### config.mk
export PLATFORM = sky130hd
export DESIGN_NAME = pump_mode_sel
export DESIGN_NICKNAME = d
export VERILOG_FILES = /design/src/rtl/pump_mode_pkg.sv /design/src/rtl/band_hyst.sv /design/src/rtl/mode_decode.sv /design/src/rtl/sel_filter.sv /design/src/rtl/pump_mode_sel.sv
export SDC_FILE = /design/constraint.sdc
export NUM_CORES = 1
export LEC_CHECK = 0
export ABC_AREA = 1
export BUFFER_PORTS_ARGS = -buffer_cell sky130_fd_sc_hd__buf_2
export CORE_ASPECT_RATIO = 1.1
export CORE_MARGIN = 10
export CORE_UTILIZATION = 45
export CTS_BUF_LIST = sky130_fd_sc_hd__clkbuf_4
export CTS_CLUSTER_SIZE = 12
export DETAILED_ROUTE_END_ITERATION = 10
export PLACE_DENSITY = 0.7
export SETUP_SLACK_MARGIN = 0.1
export SYNTH_ARGS = -nofsm -noshare
export SYNTH_HDL_FRONTEND = slang
export SYNTH_HIERARCHICAL = 1
export SYNTH_SLANG_ARGS = --single-unit
### constraint.sdc
create_clock -name clk -period 2.6 [get_ports clk]
set_input_delay 0 -clock clk [delete_from_list [all_inputs] [get_ports clk]]
set_output_delay 0 -clock clk [all_outputs]
set_load 0.005 [all_outputs]
### src/rtl/pump_mode_pkg.sv
package pump_mode_pkg;

  typedef enum logic [1:0] {
    PM_IDLE   = 2'd0,
    PM_FOLLOW = 2'd1,
    PM_DOUBLE = 2'd2,
    PM_TRIPLE = 2'd3
  } pump_mode_e;

  typedef enum logic [1:0] {
    TG_NONE = 2'd0,
    TG_LOW  = 2'd1,
    TG_HIGH = 2'd2,
    TG_RSVD = 2'd3
  } reg_tgt_e;

  typedef struct packed {
    pump_mode_e mode;
    reg_tgt_e   tgt;
  } pump_sel_t;

  localparam int REQ_W = 2;

  // Rank of a request: 0 off, 1 low rail, 2 high rail (code 3 ranks as high).
  function automatic logic [1:0] req_rank(input logic [REQ_W-1:0] code);
    case (code)
      2'd0:    req_rank = 2'd0;
      2'd1:    req_rank = 2'd1;
      default: req_rank = 2'd2;
    endcase
  endfunction

endpackage

### src/rtl/band_hyst.sv
module band_hyst #(
  parameter int NUM_BANDS = 2
) (
  input  logic                 clk,
  input  logic                 rst,
  input  logic [NUM_BANDS-1:0] above_rise,
  input  logic [NUM_BANDS-1:0] above_fall,
  output logic [NUM_BANDS-1:0] band_q
);

  for (genvar g = 0; g < NUM_BANDS; g++) begin : g_band
    always_ff @(posedge clk) begin
      if (rst)                band_q[g] <= 1'b0;
      else if (above_rise[g]) band_q[g] <= 1'b1;
      else if (!above_fall[g]) band_q[g] <= 1'b0;
    end

    // band 0 covers R8, band 1 covers R9
    AST_BAND_HOLD: assert property (@(posedge clk) disable iff (rst)
      (!above_rise[g] && above_fall[g]) |=> $stable(band_q[g]));
    AST_BAND_DROP: assert property (@(posedge clk) disable iff (rst)
      (!above_rise[g] && !above_fall[g]) |=> !band_q[g]);
    AST_BAND_RISE: assert property (@(posedge clk) disable iff (rst)
      above_rise[g] |=> band_q[g]);
  end

endmodule

### src/rtl/mode_decode.sv
module mode_decode
  import pump_mode_pkg::*;
(
  input  logic [REQ_W-1:0] req_a,
  input  logic [REQ_W-1:0] req_b,
  input  logic             band_mid,
  input  logic             band_high,
  output pump_sel_t        sel
);

  logic [1:0] rank_a, rank_b, rank_max;

  always_comb begin
    rank_a   = req_rank(req_a);
    rank_b   = req_rank(req_b);
    rank_max = (rank_a > rank_b) ? rank_a : rank_b;

    sel.mode = PM_IDLE;
    sel.tgt  = TG_NONE;
    case (rank_max)
      2'd1: begin
        if (band_mid || band_high) begin
          sel.mode = PM_FOLLOW;
          sel.tgt  = TG_NONE;
        end else begin
          sel.mode = PM_DOUBLE;
          sel.tgt  = TG_LOW;
        end
      end
      2'd2: begin
        if (band_high) begin
          sel.mode = PM_FOLLOW;
          sel.tgt  = TG_NONE;
        end else if (band_mid) begin
          sel.mode = PM_DOUBLE;
          sel.tgt  = TG_HIGH;
        end else begin
          sel.mode = PM_TRIPLE;
          sel.tgt  = TG_HIGH;
        end
      end
      default: begin
        sel.mode = PM_IDLE;
        sel.tgt  = TG_NONE;
      end
    endcase
  end

endmodule

### src/rtl/sel_filter.sv
module sel_filter
  import pump_mode_pkg::*;
#(
  parameter int STABLE_CYCLES = 4
) (
  input  logic      clk,
  input  logic      rst,
  input  pump_sel_t sel_i,
  output pump_sel_t sel_o
);

  localparam int CNT_MAX = (STABLE_CYCLES > 1) ? STABLE_CYCLES - 1 : 0;
  localparam int CNT_W   = (CNT_MAX > 0) ? $clog2(CNT_MAX + 1) : 1;

  pump_sel_t        cand_q;
  logic [CNT_W-1:0] cnt_q;

  always_ff @(posedge clk) begin
    if (rst) begin
      cand_q <= '0;
      cnt_q  <= '0;
      sel_o  <= '0;
    end else if (sel_i != cand_q) begin
      cand_q <= sel_i;
      cnt_q  <= '0;
    end else if (cnt_q != CNT_W'(CNT_MAX)) begin
      cnt_q  <= cnt_q + 1'b1;
    end else begin
      sel_o  <= cand_q;
    end
  end

  AST_CNT_BOUND: assert property (@(posedge clk) disable iff (rst)
    cnt_q <= CNT_W'(CNT_MAX));
  AST_COMMIT_AFTER_WINDOW: assert property (@(posedge clk) disable iff (rst)
    !$stable(sel_o) |-> ($past(cnt_q) == CNT_W'(CNT_MAX) && $past(sel_i) == $past(cand_q)));
  AST_RESTART_ON_CHANGE: assert property (@(posedge clk) disable iff (rst)
    (sel_i != cand_q) |=> (cnt_q == '0 && $stable(sel_o)));

endmodule

### src/rtl/pump_mode_sel.sv
module pump_mode_sel
  import pump_mode_pkg::*;
#(
  parameter int STABLE_CYCLES = 4
) (
  input  logic             clk,
  input  logic             rst,
  input  logic [REQ_W-1:0] card_a_req,
  input  logic [REQ_W-1:0] card_b_req,
  input  logic             sup_gt_lo_rise,
  input  logic             sup_gt_lo_fall,
  input  logic             sup_gt_hi_rise,
  input  logic             sup_gt_hi_fall,
  output logic [1:0]       pump_mode_o,
  output logic [1:0]       reg_target_o,
  output logic             pump_en_o
);

  localparam int NUM_BANDS = 2;

  logic [REQ_W-1:0]     req_a_q, req_b_q;
  logic [NUM_BANDS-1:0] band_q;
  pump_sel_t            sel_raw, sel_out;

  always_ff @(posedge clk) begin
    if (rst) begin
      req_a_q <= '0;
      req_b_q <= '0;
    end else begin
      req_a_q <= card_a_req;
      req_b_q <= card_b_req;
    end
  end

  band_hyst #(.NUM_BANDS(NUM_BANDS)) u_band (
    .clk        (clk),
    .rst        (rst),
    .above_rise ({sup_gt_hi_rise, sup_gt_lo_rise}),
    .above_fall ({sup_gt_hi_fall, sup_gt_lo_fall}),
    .band_q     (band_q)
  );

  mode_decode u_decode (
    .req_a     (req_a_q),
    .req_b     (req_b_q),
    .band_mid  (band_q[0]),
    .band_high (band_q[1]),
    .sel       (sel_raw)
  );

  sel_filter #(.STABLE_CYCLES(STABLE_CYCLES)) u_filter (
    .clk   (clk),
    .rst   (rst),
    .sel_i (sel_raw),
    .sel_o (sel_out)
  );

  assign pump_mode_o  = sel_out.mode;
  assign reg_target_o = sel_out.tgt;
  assign pump_en_o    = (sel_out.mode != PM_IDLE);

  AST_FOLLOW_NO_TGT: assert property (@(posedge clk) disable iff (rst)
    (pump_mode_o == PM_FOLLOW) |-> (reg_target_o == TG_NONE));
  AST_TRIPLE_HIGH: assert property (@(posedge clk) disable iff (rst)
    (pump_mode_o == PM_TRIPLE) |-> (reg_target_o == TG_HIGH));
  AST_IDLE_NO_TGT: assert property (@(posedge clk) disable iff (rst)
    (pump_mode_o == PM_IDLE) |-> (reg_target_o == TG_NONE && !pump_en_o));
  AST_NO_RSVD_TGT: assert property (@(posedge clk) disable iff (rst)
    reg_target_o != TG_RSVD);

endmodule

# Word level (Yosys, flattened, before mapping)
# Index checks and enable logic that the tools add are counted.
# word_totals
out_inout_bits,5
register_bits,16
inputBits,10
elab_cells,38
# op_classes
reduce_logical,6
addsub,1
magnitude_cmp,1
n_mux,11
n_bitwise,2
n_eq_ne,8
# op_table
cell,n
4-bit two-way mux,2
2-bit one-hot mux with 2 select lines,2
4-bit one-hot mux with 2 select lines,1
"2-bit by 1-bit equality test with 1-bit output, second input constant",3
"2-bit != test, second input constant",3
2-bit zero test,2
1-bit two-way mux,4
4-bit != test,1
3-bit two-way mux,1
"2-bit by 1-bit adder with 2-bit output, second input constant",1
"2-bit equality test, second input constant",1
2-bit > comparator,1
2-bit two-way mux,1
1-bit inverter,2
2-bit AND reduction,1
2-bit nonzero test,1
2-bit OR reduction,1
1-bit logical OR,1

# Depth between registers and ports, before layout
# Gate-level depths: netlist of run 1.
# logic_depth
word_depth,9
ltp_mapped,22

# Hierarchy
# The synthesis of run 1 kept the hierarchy.
# by_module_without_submodules
mod,cells_per_inst,instances,area_per_inst_um2
sel_filter,69,1,464.2
mode_decode,36,1,191.4
pump_mode_sel,15,1,121.4
band_hyst,8,1,65.1

# Worst setup path before layout of run 1
# Ideal clock, no wire load.
# synth_timing
kind,register to register
start,register req_b_q[1]
end,register u_filter/sel_o[0] in the netlist's numbering
setup_ns,0.064
path_buffers,0
t_arrival_ns,2.228
path_stages_with_launch,21
slack_ns,0.308
synth_period_minus_slack_ns,2.292
path_cell_list,dfxtp_1 -> inv_1 -> nand2_1 -> inv_1 -> ha_1 -> nand2_1 -> nand2_1 -> nand2_1 -> nand2_1 -> ha_1 -> inv_1 -> nand2_1 -> o22ai_1 -> inv_1 -> nand2_1 -> nand2_1 -> nor2_2 -> nand3_2 -> nand2_1 -> inv_1 -> nor2_1
# synth_lines
item,line,text
from (decl),pump_mode_sel.sv:21,"logic [REQ_W-1:0] req_a_q, req_b_q;"
from (signal assigned),pump_mode_sel.sv:31,req_b_q <= card_b_req;
to (signal assigned),sel_filter.sv:29,sel_o <= cand_q;
to (decl),sel_filter.sv:9,output pump_sel_t sel_o

==> flow_summary.toml, run 1 <==
[status]
status = "complete, no violations"

[cts]
numCtsBuffers = 3
root_buffer = "clkbuf_4"
cts_tree = "built"
clockBufferDepth = 2
clk_pin_slew_ns = 0.09
cts_htree_levels = 1
clock-sinks = 16
worstSkewPairLatency_ns = 0.28

[finish]
fill_cells = 152
syn2layout_area_growth_pct = 36.7
multi_input_comb_area_um2 = 489
seq_area_um2 = 322
drive_gt1_frac = 0.320
antenna_cells = 0
nNetsFinal = 171
final_cells = 171

[worst_setup_path]
r2r-end = "u_filter/sel_o[3]"
critPathLaunchType = "flip-flop"
r2r_cells = 19
cp-end-kind = "flip-flop"
worstSetupPathType = "reg -> reg"
r2r_start = "req_b_q[1]"
r2r_slack_ns = 0.25
worstPathRequired_ns = 2.82
crit_arrival_ns = 2.57
path_max_fanout = 6

[sta]
finalHoldViolCount = 0
period_needed_ns = 2.35
rsz0062_at_grt = "no"
max_freq_ghz = 0.426
finalSetupTns_ns = 0
final_max_slew_viol_count = 0
worstMarginPinSlew_ns = 0.319
slew_headroom = 0.787
setup_viol = 0
min_period_over_period = 0.903
hold_ws_ns = 0.0230
clock_skew_ns = 0.00112

[logic_synthesis]
yosys_register_bits = 16
syn_nets = 144
syn_area_per_cell_um2 = 6.58
mappedNetlistArea_um2 = 842
synth_cells = 128
ys_types = 15
yosysWarnings = 6
ys_seq_area_frac = 0.380

[drt]
dr.first_iter.drc_count = 12
route.antenna.remaining_nets = 0
drc = 0
vias = 792
viasPerCell = 4.63
totalWireLength_mm = 1.72
drtPass1Iterations = 3
wl_per_cell_um = 10.0

[global_routing]
grt_max_degree = 12
grtUsageTotal = 0.0879
overflow = 0
first_global_vias = 742
antenna_found_initial = 0
grt_pass1_wl_mm = 2.82

[floorplan]
initial_core_util = 0.473
die_area_mm2 = 0.00400
num_io_pins = 15
die_w_um = 61.2
core_area_mm2 = 0.00178
rows = 16
die_h_um = 65.4

[hold_path]
holdPathEnd = "req_b_q[1]"
hold_path.class = "in -> reg"
hold_depth = 2
hp-start = "rst"

[pwr]
power_density_mw_per_mm2 = 526
peakVddDrop_uv = 295
cellLeakagePower_nw = 0.588

[placed_design]
dp_cells = 158
portBuffers = 14
globalplace.congestion = 0.810
hpwlAfterDp_mm = 1.14

[job]
max-cap-violations = 0
flip-flops by register name, indices dropped and copies added (netlist names):
name	count
u_band/band_q	2
req_b_q	2
req_a_q	2
u_filter/cand_q	4
u_filter/cnt_q	2
u_filter/sel_o	4
area by class of cell:
| type | count | area share |
|---|---|---|
| multi-input cells | 76 | 0.425 |
| well taps | 18 | 0.0196 |
| repair buffers | 24 | 0.143 |
| flip-flops and latches | 16 | 0.279 |
| inverters | 34 | 0.113 |
| clock buffers | 3 | 0.0196 |
per-layer routing:
layer  track usage  part of all wire  vias up
li1              -                 -      428
met3        0.0212             0.046        4
met2         0.147              0.50       14
met5             0                 0        -
met4        0.0514             0.022        0
met1        0.0970              0.43      346
worst max path at each step:
| stage | start | to | slack [ns] |
|---|---|---|---|
| 6_report | req_b_q[1] | u_filter/sel_o[3] | 0.25 |
| 4_1_cts | req_b_q[1] | u_filter/sel_o[3] | 0.11 |
| 5_1_grt | req_b_q[1] | u_filter/sel_o[3] | 0.05 |
| 3_5_place_dp | req_b_q[1] | u_filter/sel_o[3] | 0.08 |
| 2_1_floorplan | req_b_q[1] | u_filter/sel_o[0] | 0.31 |
| 3_3_place_gp | req_b_q[1] | u_filter/sel_o[2] | 0.15 |
repair_timing:
action,CTS,global route
gates resized for setup,3,29
endpoints found under the setup margin,4,6
buffers inserted,0,2
hold endpoints to repair,6,0
hold buffers,8,0
pin swaps,1,13
logic make-up (layout without fill, tap and decap cells):
group / after synthesis / count (layout) / synth area share
compound gates: 4 / 4 / 0.0267
xor+xnor: 1 / 1 / 0.0104
fa+ha+maj: 6 / 6 / 0.0892
buf+inv: 36 / 61 / 0.160
flops: 16 / 16 / 0.380
mux: 1 / 1 / 0.0119
simple gates: 64 / 64 / 0.321
report_power, final:
group | internal [W] | switching [W] | total (W) | leakage [nW]
clock network | 0.0000537 | 0.0000735 | 0.000127 | 0.0138
logic | 0.0000878 | 0.000112 | 0.000200 | 0.443
registers | 0.000265 | 0.0000127 | 0.000278 | 0.132
total | 0.000406 | 0.000198 | 0.000605 | 0.588
per-stage QoR:
stage               utilization  setup slack [ns]  power [W]  area [µm²]
floorplan                     -             0.308   0.000380         842
global placement          0.520             0.150   0.000404         927
detailed placement        0.520            0.0814   0.000411         927
CTS                       0.587             0.106   0.000555        1050
global route              0.646            0.0542   0.000645        1150
finish                    0.646             0.252   0.000605        1150
cell usage after synthesis (all sizes together):
cell type	count	share of area
nand2	36	0.16
o22ai	2	0.015
nor2	20	0.098
xor2	1	0.010
clkbuf	2	0.0089
nand3	4	0.030
ha	6	0.089
inv	34	0.15
a21oi	2	0.012
dfxtp	16	0.38
nand4	4	0.030
mux2i	1	0.012
critical path: stages, from the launching register on:
cell and delay [ns]:
dfxtp_2 0.33, inv_2 0.04, nand2_2 0.07, inv_2 0.04, ha_2 0.32, nand2_2 0.07, nand3_1 0.11, nand2_2 0.08
ha_4 0.25, inv_4 0.07, nand2_4 0.07, o22ai_4 0.18, inv_2 0.06, nand2_2 0.06, nand2_2 0.06, nor2_4 0.18
nand3_4 0.11, nand2_2 0.08, inv_1 0.03, nor2_1 0.07
cells in the final DEF, fill, tap and decap left out, types with 4 or more instances in the layout:
master and n:
ha_1 4, dfxtp_1 15, nor2_1 15, inv_2 4, dlygate4sd3_1 8, inv_1 29
nand2_2 13, nand4_1 4, buf_2 14, nand2_1 22
(Power assumes the default switching activity.)
==> inputs of run 2 (changes only) <==
Settings changed: GPL_TIMING_DRIVEN from default to 0.
==> run 2 against run 1 <==
Sequential cell count unchanged. Clock skew about the same. Global-route usage increased by 0.79 points. Via count increased by 1.5%. Critical path depth decreased by 1. Sequential share of layout area increased by 0.25 points. Critical path type unchanged. Largest cell class unchanged.
==> flow_summary.toml, run 2 (same netlist as run 1, synthesis figures left out) <==
[drt]
wl_per_cell_um = 10.5
route.antenna.remaining_nets = 0
totalWireLength_mm = 1.82
drc = 0
dr.first_iter.drc_count = 18
viasPerCell = 4.65
vias = 804
drtPass1Iterations = 4

[job]
max-cap-violations = 0

[sta]
slew_headroom = 0.731
finalHoldViolCount = 0
min_period_over_period = 0.918
final_max_slew_viol_count = 0
period_needed_ns = 2.39
clock_skew_ns = 0.00152
rsz0062_at_grt = "yes"
worstMarginPinSlew_ns = 0.403
finalSetupTns_ns = 0
setup_viol = 0
max_freq_ghz = 0.419

[cts]
clock-sinks = 16
clockBufferDepth = 2
clk_pin_slew_ns = 0.09
root_buffer = "clkbuf_4"
cts_tree = "built"
cts_htree_levels = 1
numCtsBuffers = 3
worstSkewPairLatency_ns = 0.29

[finish]
antenna_cells = 0
syn2layout_area_growth_pct = 35.5
layout_common_cells = "inv_1, nand2_1, nor2_1, dfxtp_1, buf_2"
final_common_cell = "inv_1"
reg_top3 = "u_filter/cand_q (4), u_filter/sel_o (4)"
nNetsFinal = 173
fin_area_mm2 = 0.00114
drive_gt1_frac = 0.271
fin_util = 0.640
final_cells = 173

[worst_setup_path]
crit_slowest_cell = "dfxtp_1"
worstSetupPathType = "reg -> reg"
path_max_fanout = 6
crit_top_cell = "nand2_2"
cpPeakStageDelay_ns = 0.33
cp_top_family = "simple AND/OR/NAND/NOR gates"
cp-end-kind = "flip-flop"
worstPathRequired_ns = 2.83
path_cells = "inv_2 > nand2_2 > inv_2 > ha_4 > nand2_2 > nand3_1 > nand2_2 > ha_4 > inv_4 > nand2_4 > o22ai_2 > buf_4 > nand2_1 > nand2_2 > nor2_4 > buf_4 > nand3_1 > nor2_1"
crit_arrival_ns = 2.62
cp_num_buf_inv = 5
critPathLaunchType = "flip-flop"

[global_routing]
first_global_vias = 759
grtUsageTotal = 0.0958
antenna_found_initial = 0
overflow = 0
grt_pass1_wl_mm = 2.99
grt_max_degree = 12

[pwr]
peakVddDrop_uv = 324
cellLeakagePower_nw = 0.595
power_density_mw_per_mm2 = 531

[floorplan]
die_h_um = 65.4
die_w_um = 61.2
rows = 16
core_area_mm2 = 0.00178
num_io_pins = 15
initial_core_util = 0.473
die_area_mm2 = 0.00400

[status]
status = "complete, no violations"

[placed_design]
portBuffers = 14
globalplace.congestion = 0.801
hpwlAfterDp_mm = 1.18
place_area_um2 = 935
dp_cells = 160

[hold_path]
hold_path.class = "in -> reg"
run 2: area by class of cell:
class                   count  area, µm²
fillers                   156        641
multi-input cells          76        472
plain buffers               2       7.51
inverters                  34        130
repair buffers             24        165
clock buffers               3       22.5
well taps                  18       22.5
flip-flops and latches     16        322
run 2: worst paths after layout:
path                startpoint                 to  slack, ns  cells after the start
max                 req_b_q[1]  u_filter/cnt_q[1]       0.21                     18
min reg2reg  u_filter/sel_o[0]  u_filter/sel_o[0]       0.51                      4
min                        rst         req_a_q[1]       0.01                      2
max reg2reg         req_b_q[1]  u_filter/cnt_q[1]       0.21                     18
run 2: metal layers:
metal  up-vias  wire (µm)  share of wire  GRT usage
li1        427          -              -          -
met1       355        776           0.43      0.108
met2        15        918           0.51      0.156
met3         7         61          0.034     0.0173
met4         0         60          0.033     0.0686
met5         -          0              0          0
run 2: through the flow:
stage	total power (W)	hold slack (ns)	setup WS, ns
after floorplan	0.000380	0.0691	0.308
after global placement	0.000405	0.198	0.120
after detailed placement	0.000412	0.208	0.0188
after CTS	0.000574	0.0148	0.101
after global routing	0.000639	0.0321	0.0520
final	0.000606	0.0141	0.214
run 2: report_power, final:
group / switching (W) / internal [W] / leakage, nW
clock: 0.0000783 / 0.0000540 / 0.0138
combinational: 0.000108 / 0.0000880 / 0.449
sequential: 0.0000122 / 0.000265 / 0.132
run 2: timing repair:
action,4_1_cts,5_1_grt
hold buffers,8,0
endpoints found under the setup margin,4,6
hold endpoints to repair,6,0
setup buffers,1,1
resized for setup,6,17
pin swaps,1,10
==> inputs of run 3 (changes only) <==
Settings changed: CORE_MARGIN 10 to 2, HOLD_SLACK_MARGIN from default to 0.03, PLACE_DENSITY 0.7 to 0.69, SYNTH_HIERARCHICAL 1 to default.
==> run 3 against run 2 <==
Global-route usage increased by 7.4 points. Non-clock buffer count up 2. Register-to-register slack gained 0.05 ns. Final cell count is 5.2% higher. Core utilization down 2.8 points. Clock power is 5% lower. Highest routed layer unchanged. Wire length decreased by 4.3%. Clock-buffer cell count is the same.
==> flow_summary.toml, run 3 <==
[status]
status = "complete, no violations"

[finish]
multi_input_comb_area_um2 = 561
nNetsFinal = 172
drive_gt1_frac = 0.377
antenna_cells = 0
reg_top3 = "u_filter.cand_q (4), u_filter.sel_o (4)"
seq_area_um2 = 322
syn2layout_area_growth_pct = 31.7
fill_cells = 179
final_common_cell = "nand2_1"
layout_common_cells = "nand2_1, nor2_1, inv_1, dfxtp_1, buf_2"
final_cells = 182
fin_area_mm2 = 0.00121

[job]
max-cap-violations = 0

[floorplan]
die_h_um = 51.4
core_area_mm2 = 0.00198
initial_core_util = 0.466
die_area_mm2 = 0.00242
rows = 17
die_w_um = 47.1
num_io_pins = 15

[logic_synthesis]
yosysWarnings = 0
synth_top_area_share = 0.348
yosys_register_bits = 16
mappedNetlistArea_um2 = 921
yosys.cell_count.top_type = "nand2_1"
syn_area_per_cell_um2 = 7.31
synth_edf_count = 0
ys_types = 19
synth_flop_cell = "dfxtp_1"
yosys-top-cells-count = "nand2_1, inv_1, nor2_1, dfxtp_1"
synthArstFlopShare = 0
syn_nets = 142
synth_cells = 126
ys_seq_area_frac = 0.348
synth.area.top_cells = "dfxtp_1, nand2_1, ha_1, inv_1, nor2_1"
synth_top_cell_by_area = "dfxtp_1"

[worst_setup_path]
worstSetupPathType = "reg -> reg"
worstPathRequired_ns = 2.82
crit_arrival_ns = 2.56
critPathLaunch = "req_b_q[1]"
crit_end = "u_filter.sel_o[1]"
path_max_fanout = 7
r2r-end = "u_filter.sel_o[1]"
r2r_start = "req_b_q[1]"
r2r_slack_ns = 0.26
r2r_cells = 19
cp-end-kind = "flip-flop"
critPathLaunchType = "flip-flop"

[placed_design]
place_area_mm2 = 0.00103
globalplace.congestion = 0.807
dp_cells = 168
portBuffers = 14
hpwlAfterDp_mm = 1.26

[drt]
viasPerCell = 4.61
wl_per_cell_um = 9.55
totalWireLength_mm = 1.74
dr.first_iter.drc_count = 11
vias = 839
route.antenna.remaining_nets = 0
drtPass1Iterations = 4
drc = 0

[cts]
numCtsBuffers = 3
clock-sinks = 16
clk_pin_slew_ns = 0.09
clockBufferDepth = 2
cts_htree_levels = 1
worstSkewPairLatency_ns = 0.28
cts_tree = "built"
root_buffer = "clkbuf_4"

[sta]
max_freq_ghz = 0.428
worstMarginPinSlew_ns = 0.427
slew_headroom = 0.715
finalSetupTns_ns = 0
clock_skew_ns = 0.00224
period_needed_ns = 2.34
finalHoldViolCount = 0
setup_viol = 0
hold_ws_ns = 0.459
rsz0062_at_grt = "yes"
final_max_slew_viol_count = 0
min_period_over_period = 0.900

[global_routing]
first_global_vias = 805
grt_pass1_wl_mm = 3.00
antenna_found_initial = 0
overflow = 0
grtUsageTotal = 0.170
grt_max_degree = 11

[hold_path]
hold_path.class = "in -> reg"

[pwr]
peakVddDrop_uv = 400
p_total_w = 0.000571
cellLeakagePower_nw = 0.600
power_density_mw_per_mm2 = 471
run 3: cell count changes in the layout (fill, tap and decap cells not counted), moves of 2 or more:
cell and change:
nand3_1 +5, inv_2 +4, inv_1 -16, a21oi_1 +2, o22ai_2 -2, nand2_2 +4, nand2_1 -9, nor2_4 +3
run 3: power by group:
group	leakage, nW	internal, W	switching (W)
logic	0.454	0.0000774	0.0000964
registers	0.131	0.000261	0.0000106
clock network	0.0138	0.0000537	0.0000723
total	0.600	0.000392	0.000179
run 3: how the worst min path moves through the flow:
stage          slack, ns          to  cells after the start           from
6_report            0.46  req_b_q[0]                      4  card_b_req[0]
5_1_grt             0.47  req_b_q[1]                      4  card_b_req[1]
4_1_cts             0.45  req_b_q[0]                      4  card_b_req[0]
3_5_place_dp        0.21  req_b_q[0]                      3  card_b_req[0]
3_3_place_gp        0.20  req_b_q[0]                      3  card_b_req[0]
2_1_floorplan       0.11  req_a_q[0]                      2  card_a_req[0]
run 3: cell families (layout without fill, tap and decap cells):
group	after synthesis	in the layout	share of synthesized area
and+or+nand+nor	72	72	0.424
buffers and inverters	25	53	0.102
DFF	16	16	0.348
adders and majority gates	6	6	0.0815
AOI/OAI and AO/OA	6	6	0.0353
xor gates and xnor gates	1	1	0.00951
run 3: through the flow:
step | setup slack, ns | util
2_1_floorplan | 0.316 | -
3_3_place_gp | 0.179 | 0.519
3_5_place_dp | 0.103 | 0.519
4_1_cts | 0.101 | 0.576
5_1_grt | 0.0813 | 0.613
6_report | 0.261 | 0.613
run 3: per-layer routing:
layer | vias up | GRT usage | routed length [µm]
li1 | 440 | - | -
met1 | 367 | 0.171 | 707
met2 | 24 | 0.317 | 913
met3 | 8 | 0.0212 | 54
met4 | 0 | 0.0926 | 63
met5 | - | 0 | 0
run 3: repair_timing:
action,4_1_cts,5_1_grt
pin swaps,1,12
hold buffers,9,0
hold endpoints to repair,10,0
endpoints found under the setup margin,2,6
gates resized for setup,0,21
buffers inserted,0,2
run 3: critical path, stage by stage (launching register included):
cell	delay (ns)
dfxtp_2	0.34
inv_4	0.07
nand2_2	0.05
inv_2	0.05
ha_2	0.26
nand2_2	0.07
o21ai_2	0.05
nand2_1	0.06
o21a_1	0.15
inv_2	0.05
ha_4	0.23
nor2_4	0.17
nand2_4	0.10
nand2_2	0.08
nand2_2	0.06
nor2_4	0.12
nand3_4	0.07
nor2_4	0.16
nor2_1	0.06
nor2_1	0.09
run 3: layout make-up:
cell class	instances	share of cell area
well taps	28	0.0289
flip-flops and latches	16	0.265
multi-input cells	85	0.462
inverters	22	0.0702
plain buffers	3	0.0103
repair buffers	25	0.144
clock buffers	3	0.0186
